--- config.mk ---
export PLATFORM = sky130hd
export DESIGN_NAME = sat_alu
export DESIGN_NICKNAME = d
export VERILOG_FILES = /design/src/rtl/sat_alu_pkg.sv /design/src/rtl/sat_alu_extend.sv /design/src/rtl/sat_alu_clamp.sv /design/src/rtl/sat_alu_flags.sv /design/src/rtl/sat_alu.sv
export SDC_FILE = /design/constraint.sdc
export NUM_CORES = 1
export LEC_CHECK = 0
export ABC_AREA = 1
export BUFFER_PORTS_ARGS = -buffer_cell sky130_fd_sc_hd__buf_2
export CORE_UTILIZATION = 25
export CTS_CLUSTER_DIAMETER = 120
export DETAILED_ROUTE_END_ITERATION = 8
export PLACE_DENSITY_LB_ADDON = 0.08
export SLEW_MARGIN = 5
export SYNTH_ARGS = -nofsm -noshare
export SYNTH_HDL_FRONTEND = slang
export SYNTH_HIERARCHICAL = 1
export SYNTH_SLANG_ARGS = --single-unit
--- constraint.sdc ---
create_clock -name clk -period 1.5 [get_ports clk]
set_clock_uncertainty 0.2 [all_clocks]
set_input_delay 0.075 -clock clk [delete_from_list [all_inputs] [get_ports clk]]
set_output_delay 0.075 -clock clk [all_outputs]
set_load 0.02 [all_outputs]
--- src/rtl/sat_alu_pkg.sv ---
package sat_alu_pkg;
    localparam int NSIZES = 4;
    localparam int XLEN   = 8 << (NSIZES - 1);
    localparam int EXT    = XLEN + 2;

    typedef enum logic [1:0] {
        EW8  = 2'd0,
        EW16 = 2'd1,
        EW32 = 2'd2,
        EW64 = 2'd3
    } ew_e;

    typedef struct packed {
        logic lt;
        logic gt;
        logic eq;
        logic ov;
    } cond_t;
endpackage

--- src/rtl/sat_alu_extend.sv ---
module sat_alu_extend
    import sat_alu_pkg::*;
(
    input  logic [XLEN-1:0]       x,
    input  ew_e                   w,
    input  logic                  sgn,
    output logic signed [EXT-1:0] y
);
    logic signed [EXT-1:0] cand [0:NSIZES-1];

    // one widening variant per element size
    for (genvar k = 0; k < NSIZES; k++) begin : g_size
        localparam int B = 8 << k;
        assign cand[k] = sgn ? {{(EXT-B){x[B-1]}}, x[B-1:0]}
                             : {{(EXT-B){1'b0}},   x[B-1:0]};
    end

    assign y = cand[w];
endmodule

--- src/rtl/sat_alu_clamp.sv ---
module sat_alu_clamp
    import sat_alu_pkg::*;
(
    input  logic signed [EXT-1:0] sum,
    input  ew_e                   dw,
    input  logic                  sgn,
    input  logic                  sat_en,
    output logic [XLEN-1:0]       res,
    output logic                  clipped
);
    logic signed [EXT-1:0] umax_t [0:NSIZES-1];
    logic signed [EXT-1:0] smax_t [0:NSIZES-1];
    logic signed [EXT-1:0] smin_t [0:NSIZES-1];

    for (genvar k = 0; k < NSIZES; k++) begin : g_bound
        localparam int B = 8 << k;
        assign umax_t[k] = {{(EXT-B){1'b0}}, {B{1'b1}}};
        assign smax_t[k] = {{(EXT-B+1){1'b0}}, {(B-1){1'b1}}};
        assign smin_t[k] = {{(EXT-B+1){1'b1}}, {(B-1){1'b0}}};
    end

    logic signed [EXT-1:0] hi, lo, picked, masked;
    logic                  over, under;

    always_comb begin
        hi     = sgn ? smax_t[dw] : umax_t[dw];
        lo     = sgn ? smin_t[dw] : '0;
        over   = sum > hi;
        under  = sum < lo;
        if (sat_en && over)       picked = hi;
        else if (sat_en && under) picked = lo;
        else                      picked = sum;
        masked  = picked & umax_t[dw];
        res     = masked[XLEN-1:0];
        clipped = sat_en && (over || under);
    end
endmodule

--- src/rtl/sat_alu_flags.sv ---
module sat_alu_flags
    import sat_alu_pkg::*;
(
    input  logic [XLEN-1:0] res,
    input  ew_e             dw,
    input  logic            sgn,
    input  logic            rc,
    input  logic            clipped,
    output cond_t           cond
);
    logic [NSIZES-1:0] top_bit;

    for (genvar k = 0; k < NSIZES; k++) begin : g_sign
        assign top_bit[k] = res[(8 << k) - 1];
    end

    logic neg, zero;

    always_comb begin
        neg  = sgn && top_bit[dw];
        zero = (res == '0);
        cond = '0;
        if (rc) begin
            cond.lt = neg;
            cond.eq = zero;
            cond.gt = !neg && !zero;
            cond.ov = clipped;
        end
    end
endmodule

--- src/rtl/sat_alu.sv ---
module sat_alu
    import sat_alu_pkg::*;
(
    input  logic            clk,
    input  logic            rst_n,
    input  logic            in_valid,
    input  logic            op_sub,
    input  logic [63:0]     opnd_a,
    input  logic [63:0]     opnd_b,
    input  logic [1:0]      src_w,
    input  logic [1:0]      dst_w,
    input  logic            signed_mode,
    input  logic            sat_en,
    input  logic            rc,
    input  logic            oe,
    output logic            out_valid,
    output logic [63:0]     result,
    output logic [3:0]      cond,
    output logic            illegal
);
    ew_e sw_e, dw_e;
    assign sw_e = ew_e'(src_w);
    assign dw_e = ew_e'(dst_w);

    logic signed [EXT-1:0] ext_a, ext_b, exact;

    sat_alu_extend ext_a_i (.x(opnd_a), .w(sw_e), .sgn(signed_mode), .y(ext_a));
    sat_alu_extend ext_b_i (.x(opnd_b), .w(sw_e), .sgn(signed_mode), .y(ext_b));

    // exact sum: two spare bits cover any 64-bit add or subtract
    assign exact = op_sub ? (ext_a - ext_b) : (ext_a + ext_b);

    logic [XLEN-1:0] narrow;
    logic            clipped;

    sat_alu_clamp clamp_i (
        .sum(exact), .dw(dw_e), .sgn(signed_mode), .sat_en(sat_en),
        .res(narrow), .clipped(clipped)
    );

    cond_t cond_c;

    sat_alu_flags flags_i (
        .res(narrow), .dw(dw_e), .sgn(signed_mode), .rc(rc),
        .clipped(clipped), .cond(cond_c)
    );

    logic bad_enc;
    assign bad_enc = sat_en && oe;

    always_ff @(posedge clk or negedge rst_n) begin
        if (!rst_n) begin
            out_valid <= 1'b0;
            result    <= '0;
            cond      <= '0;
            illegal   <= 1'b0;
        end else begin
            out_valid <= in_valid;
            if (in_valid) begin
                illegal <= bad_enc;
                result  <= bad_enc ? '0 : narrow;
                cond    <= bad_enc ? '0 : cond_c;
            end
        end
    end
endmodule

* Word-level counts from Yosys, hierarchy flattened
Cells that the tools add are included.
** Cells by class
- $add $sub $neg :: 2
- $lt $le $gt $ge :: 5
- Mux-type cells :: 33
- Bitwise gates (word level) :: 3
- Reduce and logical (&&, ||, !) cells :: 10
** Operators with widths (count)
- 66-bit 2-to-1 mux :: 21
- 66-bit binary-select mux with 2-bit select :: 5
- 64-bit 2-to-1 mux :: 3
- 66-bit adder :: 1
- 66-bit greater-than comparator :: 1
- 66-bit < comparator :: 1
- 66-bit subtractor :: 1
- 64-bit AND :: 1
- 64-bit zero test :: 1
- 4-bit 2-to-1 mux :: 2
- 3-bit >= comparator (second input constant) :: 2
- 1-bit logical AND :: 6
- 2-bit inverter with 3-bit output :: 2
- 2-bit by 3-bit < comparator with 1-bit output (second input constant) :: 1
- 1-bit binary-select mux with 2-bit select :: 1
- 1-bit zero test :: 2
- 1-bit logical OR :: 1
- 1-bit 2-to-1 mux :: 1
** Storage, ports and cells
- Register bits after elaboration :: 70
- Bits of input ports :: 140
- Output and inout bits :: 70
- Word-level logic and storage cells :: 57

* Longest topological paths before layout
Gate-level depths: netlist of run 1.
- Word-level depth :: 18
- Depth in mapped cells :: 55

* Hierarchy
Netlist of run 1, hierarchy kept.
** By module, submodules not included
- sat_alu :: instances 1, cells an instance 1854, area an instance 10436.3 µm², seq. area each 1751.7 µm²
- sat_alu_clamp :: instances 1, cells an instance 643, area an instance 3794.9 µm², seq. area each 0.0 µm²
- sat_alu_extend :: instances 2, cells an instance 216, area an instance 895.9 µm², seq. area each 0.0 µm²
- sat_alu_flags :: instances 1, cells an instance 82, area an instance 312.8 µm², seq. area each 0.0 µm²

* Worst setup path after synthesis of run 1
OpenSTA, ideal clock, no wires.
- Path kind :: input port to flip-flop
- From :: in src_w[0]
- To :: reg cond[2]
- Setup time :: 0.121 ns
- Arrival time :: 5.172 ns
- Data required time :: 1.179 ns
- Path slack :: -3.993 ns
- Cell stages on the path :: 49
- Path buffers :: 4
- Cells stage by stage :: buf_2 -> inv_2 -> nand3_1 -> nand2_1 -> nand2_2 -> buf_6 -> buf_6 -> nand2_1 -> nor2_1 -> nand2_1 -> nor2_1 -> nand2_1 -> nor2_4 -> nand3b_4 -> nor2_4 -> nand2_1 -> nand2_1 -> nand2_1 -> [13 not listed] -> nand4_1 -> nor3_1 -> nor2b_1 -> a21oi_1 -> nand3_1 -> nand2_1 -> nor2_4 -> nand2_4 -> nand3_4 -> buf_6 -> nor2_2 -> nor2_1 -> nand2_1 -> nor2_1 -> nand2_1 -> nor2_1 -> a21oi_1 -> a22o_1
** RTL lines
- start: declaration :: RTL line sat_alu.sv:10 : input logic [1:0] src_w,
- end signal: assignment :: RTL line sat_alu.sv:62 : cond <= bad_enc ? '0 : cond_c;
- end: declaration :: RTL line sat_alu.sv:18 : output logic [3:0] cond,

==> impl_metrics.json, run 1 <==
{
  "dp_slack_ps": -5880,
  "timing.final.crit_share_pct": 405,
  "start_kind": "input pin",
  "critPathArrivalTime_ps": 6100,
  "slowest_stage": "ha_1",
  "drive_above_1_share_pct": 43.0,
  "clockPowerShare_pct": 8.2,
  "rr_worst_depth": 1,
  "fin_nets": 4193,
  "synth_edf_count": 0,
  "rsz0062_at_grt": "true",
  "r2r-end": "result[7]",
  "synth-simple-area-share_pct": 46.2,
  "synth.area.mux_share_pct": 0,
  "rows": 93,
  "grt.overflow.total": 0,
  "min_period_ps": 6080,
  "cts_tree": "done",
  "clock_path_buffers": 2,
  "clk_pin_slew_ps": 50,
  "synth_seq_area_share_pct": 10.7,
  "outcome": "finished, violations left",
  "relSlewSlack_pct": 61.6,
  "peakVddDrop_mv": 0.589,
  "nFillCells": 7087,
  "drtAntennaViolNets": 0,
  "cap_violations": 0,
  "die_w_um": 258,
  "path_depth": 48,
  "synth_fa_ha_area_share_pct": 13.4,
  "clk_latency_ps": 330,
  "finalPower_mw": 24.3,
  "violations": "setup timing",
  "rr_startpoint": "result[7]",
  "cts_buffers": 9,
  "setup_slack_ps": -4580,
  "synth.top_cell.area_share_pct": 26.7,
  "syn_inst": 3011,
  "syn_area_per_cell_um2": 5.43,
  "synth-main-ff-cell": "dfrtp_1",
  "synth-warning-count": 6,
  "wire_per_inst_um": 16.0,
  "routed-via-count": 21000,
  "core_um2": 64500,
  "crit_end": "cond[2]",
  "drcViolationCount": 0,
  "wirelength_mm": 75.8,
  "htreeDepth": 3,
  "portBuffers": 209,
  "pwr-share-seq_pct": 10.1,
  "synth_compound_area_share_pct": 12.2,
  "grt_pass1_vias": 21200,
  "grt_pass1_wl_mm": 116,
  "min_path_type": "in2reg",
  "synthTopCellsByArea": "nand2_1, ha_1, dfrtp_1",
  "syn_area_um2": 16300,
  "synth_top_area_cell": "nand2_1",
  "first_pass_iters": 5,
  "fmax_mhz": 164,
  "powerDensity_nw_per_um2": 886,
  "async_flop_share_pct": 100,
  "synth_cell_types": 43,
  "start_util_pct": 25.3,
  "cp_top_family": "simple AND/OR/NAND/NOR gates",
  "synth_nets": 3326,
  "cts_root_buf": "clkbuf_16",
  "crit_path_start": "signed_mode",
  "ioPinCount": 210,
  "clock-sinks": 70,
  "switchingPower_mw": 11.9,
  "synth_top_family_by_area": "simple AND/OR/NAND/NOR gates",
  "regToRegSetupSlack_ps": 550,
  "intPower_mw": 12.5,
  "synth-xor-area-share_pct": 4.93,
  "ys_top_cells_by_count": "nand2_1, nor2_1, inv_1",
  "gp_congestion": 0.919,
  "sw_frac_of_total_pct": 48.8,
  "dieHeight_um": 258,
  "combinationalPowerShare_pct": 81.7,
  "hpwlAfterDp_mm": 67.2,
  "grt_max_degree": 69,
  "area_delta_synth_final_pct": 68.1,
  "setup-violations-final": 68,
  "p_leak_nw": 14.9,
  "crit_path_end_kind": "flop",
  "cp_max_fo": 8,
  "diodes": 0,
  "antenna_found_initial": 0,
  "viasPerCell": 4.44,
  "cpPeakStageDelay_ps": 300,
  "ys_ff_latch": 70,
  "criticalPathCategory": "in2reg",
  "max_slew.worst_pin.slew_ps": 576,
  "drv_slew": 0,
  "yosysMostFrequentCell": "nand2_1",
  "critPathMostFrequentCell": "nand2_1",
  "hold_viol_final": 0,
  "dieArea_um2": 66400,
  "gr-usage-all-layers_pct": 22.4,
  "worstPathRequired_ps": 1520,
  "drtIter0Drc": 777,
  "critPathBufInv": 8
}
## through the flow
step	cells	cell area [um2]	utilization [%]	hold WS [ps]	setup TNS [ps]
2_1_floorplan	3011	16600	-	-421	-226050
3_3_place_gp	4649	23500	36.5	-216	-356470
4_1_cts	4703	25900	40.1	26.0	-272500
3_5_place_dp	4649	23500	36.5	-207	-353970
6_report	4738	27500	42.6	26.6	-275960
5_1_grt	4738	27500	42.6	69.0	-301440
## how the worst min path moves through the flow
stage | start | cells after the start | slack, ps | to
after floorplan | rst_n | 0 | -420 | cond[0]
after global placement | rst_n | 1 | -220 | result[11]
after detailed placement | rst_n | 1 | -210 | result[11]
after CTS | sat_en | 5 | 30 | illegal
after global routing | sat_en | 5 | 70 | illegal
final | sat_en | 5 | 30 | illegal
## worst min-delay path, stage by stage
cell and delay [ps]:
buf_2 130, nand2_1 60, nand2_1 60, inv_2 100, nor2_1 100
## layout by cell type (no fill, tap or decap), types with 6 or more instances in the layout
cell,count
ha_1,120
nand2_4,36
a21oi_2,57
dfrtp_1,70
a21oi_1,70
nand4_1,35
clkbuf_16,10
inv_2,50
buf_6,23
nor3_1,9
nand3_4,11
nand3_1,78
o21ai_2,23
nand3_2,35
nor3_2,19
o21ai_0,47
xor2_1,71
ha_4,49
nor2_1,237
buf_12,30
buf_4,677
nor2_4,80
buf_2,205
a22o_1,68
o21ai_1,39
nand2_1,983
nor3_4,9
xor2_2,15
nand2_2,156
nor2_2,134
a21o_1,6
a21oi_4,9
inv_1,347
nand3b_1,7
## power groups by stage
stage	Sequential (mW)	Combinational, mW	Clock (mW)
after floorplan	2.92	8.68	0
after global placement	2.48	17.0	0
after detailed placement	2.50	17.2	0
after CTS	2.47	18.8	2.06
after global routing	2.51	22.1	2.13
final	2.46	19.9	2.00
## what timing repair did
item,in CTS,in global routing
endpoints found under the setup margin,68,80
hold buffers,5,0
pin swaps,129,152
buffers inserted,31,34
hold endpoints to repair,76,0
cloned,2,1
gates resized for setup,481,297
## flip-flops by register name, indices dropped and copies added (netlist names)
| name | cells |
|---|---|
| result | 64 |
| cond | 4 |
| illegal | 1 |
| out_valid | 1 |
## kinds of logic (layout without fill, tap and decap cells)
family / count (synthesis) / in the layout
AOI/OAI and AO/OA: 335 / 335
xor gates and xnor gates: 92 / 92
adders and majority gates: 175 / 175
buffers and inverters: 494 / 1365
DFF: 70 / 70
and+or+nand+nor: 1845 / 1846
## cell type report
type	instances	area, um2	share of cell area, %
Sequential cell	70	1750	6.38
Inverter	404	1530	5.57
Clock inverter	5	33.8	0.123
Tap cell	855	1070	3.90
Timing Repair Buffer	945	7120	25.9
Clock buffer	11	253	0.920
Multi-Input combinational cell	2448	15700	57.2
## metal layers
metal	track usage [%]	vias up	wire, um
met1	27.7	9467	33900
met5	0	-	0
met4	7.07	0	2350
met3	0.344	78	1070
met2	41.9	293	38400
li1	-	11200	-
(Power assumes the default switching activity.)
==> run 2: changes to the inputs <==
--- a/config.mk
+++ b/config.mk
@@ -7,12 +7,11 @@
 export LEC_CHECK = 0
 export ABC_AREA = 1
 export BUFFER_PORTS_ARGS = -buffer_cell sky130_fd_sc_hd__buf_2
-export CORE_UTILIZATION = 25
+export CORE_UTILIZATION = 57
 export CTS_CLUSTER_DIAMETER = 120
 export DETAILED_ROUTE_END_ITERATION = 8
 export PLACE_DENSITY_LB_ADDON = 0.08
 export SLEW_MARGIN = 5
 export SYNTH_ARGS = -nofsm -noshare
 export SYNTH_HDL_FRONTEND = slang
-export SYNTH_HIERARCHICAL = 1
 export SYNTH_SLANG_ARGS = --single-unit
==> run 2 against run 1 <==
  * The flow now stops in global routing (5_1_grt)
  * Synthesized cell count is 17% lower
  * Synthesized area is 11% lower
==> impl_metrics.json, run 2 <==
{
  "outcome": "aborted with a tool error",
  "haltStage": "global routing (5_1_grt)",
  "tool.error": "[ERROR GRT-0232] Routing congestion too high. Check the congestion heatmap in the GUI.",
  "ioPinCount": 210,
  "gp_congestion": 1.09,
  "dieHeight_um": 161,
  "synth_nets": 2814,
  "ys_top_cells_by_count": "nand2_1, inv_1, nor2_1",
  "gr-usage-all-layers_pct": 90.6,
  "yosysMostFrequentCell": "nand2_1",
  "worst-ep-kind": "register data pin",
  "grt_max_degree": 69,
  "hpwlAfterDp_mm": 47.6,
  "ys_ff_latch": 70,
  "synth_edf_count": 0,
  "repair-timing-grt-worst-ep": "cond[2]$_DFFE_PN0P_/D",
  "synth_cell_types": 51,
  "synth_top_area_cell": "nand2_1",
  "cts_root_buf": "clkbuf_16",
  "clock_path_buffers": 2,
  "grt.overflow.total": 840,
  "synth_seq_area_share_pct": 12.1,
  "htreeDepth": 3,
  "portBuffers": 209,
  "clock-sinks": 70,
  "synth-main-ff-cell": "dfrtp_1",
  "syn_area_um2": 14500,
  "syn_area_per_cell_um2": 5.81,
  "cts_buffers": 9,
  "async_flop_share_pct": 100,
  "start_util_pct": 58.8,
  "dp_cells": 3591,
  "die_w_um": 161,
  "synth-warning-count": 0,
  "rows": 57,
  "synth.top_cell.area_share_pct": 19.4,
  "synthTopCellsByArea": "nand2_1, ha_1, dfrtp_1",
  "syn_inst": 2492
}
==> run 2: cell count changes after synthesis, moves of 19 or more <==
cell,change
o21ai_0,+132
nor2_2,-29
nand3_1,-22
a22o_1,-66
nand2_1,-416
nor2_1,-112
a21oi_1,+45
inv_2,-20
inv_1,-79
xnor2_1,+42
xor2_1,-19
==> run 2: metrics by stage <==
step,instance area [um2],TNS (ps),utilization (%),setup slack (ps)
after global placement,20700,-355240,84.1,-5740
after detailed placement,20700,-380580,84.1,-6120
after CTS,21700,-341450,88.2,-5550
after floorplan,14700,-289060,-,-4690
==> run 2: repair_timing <==
action                                  in CTS
resized for setup                          128
gates cloned                                 4
pin swaps                                   13
hold endpoints to repair                    73
buffers inserted                            32
hold buffers                                 3
endpoints found under the setup margin      68
==> run 2: cell families after synthesis <==
| family | after synthesis | synth area share, % |
|---|---|---|
| AND/OR/NAND/NOR | 1236 | 35.1 |
| AO/OA/AOI/OAI | 503 | 19.5 |
| buffers and inverters | 386 | 10.6 |
| adder cells (fa/ha/maj) | 182 | 15.8 |
| XOR/XNOR | 115 | 6.96 |
| flip-flops | 70 | 12.1 |
==> run 2: per-layer routing <==
layer	global-route usage, %	overflow
met1	85.8	16
met2	109	572
met3	73.6	13
met4	102	236
met5	43.9	3
==> run 3: changes to the inputs <==
--- a/config.mk
+++ b/config.mk
@@ -7,10 +7,9 @@
 export LEC_CHECK = 0
 export ABC_AREA = 1
 export BUFFER_PORTS_ARGS = -buffer_cell sky130_fd_sc_hd__buf_2
-export CORE_UTILIZATION = 57
-export CTS_CLUSTER_DIAMETER = 120
+export CORE_UTILIZATION = 40
 export DETAILED_ROUTE_END_ITERATION = 8
-export PLACE_DENSITY_LB_ADDON = 0.08
+export PLACE_DENSITY_LB_ADDON = 0.15
 export SLEW_MARGIN = 5
 export SYNTH_ARGS = -nofsm -noshare
 export SYNTH_HDL_FRONTEND = slang
==> run 3 against run 2 <==
  * The flow now finishes, with violations (hold timing, setup timing)
  * Synthesized cell count stayed put
  * Synthesized area stayed put
==> impl_metrics.json, run 3 <==
{
  "criticalPathCategory": "in2reg",
  "dieHeight_um": 192,
  "path_depth": 56,
  "clk_pin_slew_ps": 70,
  "diodes": 0,
  "crit_path_end_kind": "flop",
  "clk_latency_ps": 340,
  "max_slew.worst_pin.slew_ps": 663,
  "area_delta_synth_final_pct": 61.8,
  "peakVddDrop_mv": 1.62,
  "violations": "hold timing, setup timing",
  "synth-main-ff-cell": "dfrtp_1",
  "ys_top_cells_by_count": "nand2_1, inv_1, nor2_1",
  "cts_tree": "done",
  "min_period_ps": 7270,
  "synth.top_cell.area_share_pct": 19.4,
  "rsz0062_at_grt": "true",
  "ioPinCount": 210,
  "routed-via-count": 19400,
  "synth_cell_types": 51,
  "r2r-end": "result[53]",
  "first_pass_iters": 8,
  "rr_worst_depth": 1,
  "utilization_pct": 65.8,
  "largest_register_ff_count": 64,
  "hpwlAfterDp_mm": 50.8,
  "drtAntennaViolNets": 0,
  "synth_top_area_cell": "nand2_1",
  "sw_frac_of_total_pct": 48.0,
  "final_area_um2": 23400,
  "slowest_stage": "o21ai_0",
  "wire_per_inst_um": 15.7,
  "regToRegSetupSlack_ps": 540,
  "combinationalPowerShare_pct": 83.3,
  "rows": 69,
  "cp_max_fo": 7,
  "yosysMostFrequentCell": "nand2_1",
  "drtIter0Drc": 1057,
  "start_kind": "input pin",
  "setup_slack_ps": -5770,
  "async_flop_share_pct": 100,
  "portBuffers": 209,
  "intPower_mw": 14.6,
  "synth_seq_area_share_pct": 12.1,
  "gr-usage-all-layers_pct": 32.0,
  "grt_pass1_wl_mm": 93.6,
  "cp_top_family": "simple AND/OR/NAND/NOR gates",
  "cts_buffers": 9,
  "dieArea_um2": 36900,
  "setup-violations-final": 68,
  "top_regs": "result x64, cond x4",
  "drcViolationCount": 0,
  "clockPowerShare_pct": 7.8,
  "cap_violations": 0,
  "grt.overflow.total": 0,
  "fmax_mhz": 137,
  "p_leak_nw": 12.9,
  "syn_inst": 2492,
  "critPathMostFrequentCell": "nand2_1",
  "powerDensity_nw_per_um2": 1200,
  "layout_commonest_cell": "buf_4",
  "syn_area_um2": 14500,
  "clock-sinks": 70,
  "antenna_found_initial": 0,
  "htreeDepth": 3,
  "dpl_cell_area_um2": 21200,
  "cpPeakStageDelay_ps": 410,
  "worstPathRequired_ps": 1530,
  "min_path_type": "in2async",
  "critPathArrivalTime_ps": 7310,
  "start_util_pct": 40.7,
  "clock_path_buffers": 2,
  "synth-warning-count": 0,
  "synthTopCellsByArea": "nand2_1, ha_1, dfrtp_1",
  "hold_viol_final": 12,
  "ys_ff_latch": 70,
  "fin_nets": 3718,
  "switchingPower_mw": 13.5,
  "layout_common_cells": "buf_4, nand2_1, inv_1",
  "holdWs_ps": -43.2,
  "cts_root_buf": "clkbuf_16",
  "die_w_um": 192,
  "core_um2": 35600,
  "top_register": "result",
  "pwr-share-seq_pct": 8.9,
  "outcome": "finished, violations left",
  "wirelength_mm": 60.7,
  "viasPerCell": 5.02,
  "critPathBufInv": 11,
  "grt_pass1_vias": 18400,
  "timing.final.crit_share_pct": 485,
  "rr_startpoint": "result[53]",
  "gp_congestion": 0.995,
  "synth_edf_count": 0,
  "grt_max_degree": 69,
  "syn_area_per_cell_um2": 5.81,
  "relSlewSlack_pct": 55.8,
  "drv_slew": 0,
  "drive_above_1_share_pct": 37.8,
  "synth_nets": 2814
}
run 3: cell counts after synthesis:
No cell type changed its count.
run 3: through the flow:
stage	total power, mW	setup slack, ps	setup TNS (ps)	std cells
2_1_floorplan	13.1	-4690	-289060	2492
3_3_place_gp	22.1	-6520	-400680	3766
3_5_place_dp	22.5	-6580	-406980	3766
4_1_cts	26.6	-5420	-336550	3850
5_1_grt	30.4	-6280	-388410	3862
6_report	28.1	-5770	-359080	3862
run 3: how the worst max path moves through the flow:
stage               from       to
2_1_floorplan   src_w[0]  cond[2]
3_3_place_gp   opnd_b[0]  cond[2]
3_5_place_dp   opnd_b[0]  cond[2]
4_1_cts        opnd_b[0]  cond[2]
5_1_grt        opnd_b[0]  cond[2]
6_report       opnd_b[0]  cond[2]
run 3: area by class of cell:
cell class	instances	area, um2
clock buffer	10	239
clock inverter	6	68.8
fill	3310	12200
inverter	304	1160
multi-input combinational	2036	12400
sequential	70	1750
tap	461	577
timing repair buffer	975	7260
run 3: kinds of logic (layout without fill, tap and decap cells):
logic type      Yosys count  in the layout  share of synthesized area, %
compound gates          503            503                          19.5
xor+xnor                115            115                          6.96
fa+ha+maj               182            182                          15.8
buf+inv                 386           1295                          10.6
flops                    70             70                          12.1
simple gates           1236           1236                          35.1
run 3: power by group through the flow:
stage / clock network, mW / logic [mW] / registers, mW
finish: 2.18 / 23.4 / 2.51
global route: 2.29 / 25.6 / 2.57
CTS: 2.20 / 21.9 / 2.50
detailed placement: 0 / 20.0 / 2.53
global placement: 0 / 19.6 / 2.51
floorplan: 0 / 10.1 / 3.03
run 3: what timing repair did:
item / CTS / global route
hold buffers: 4 / 0
cloned: 5 / 0
setup endpoints to repair: 68 / 80
pin swaps: 48 / 49
resized for setup: 206 / 186
setup buffers: 60 / 28
endpoints found under the hold margin: 76 / 0
run 3: layer usage:
layer	global-route usage (%)	routed length [um]	vias to the layer above
met1	41.7	27700	8803
met2	56.9	29200	499
met4	9.39	1780	0
met5	0	0	-
met3	1.19	2060	103
li1	-	-	9973
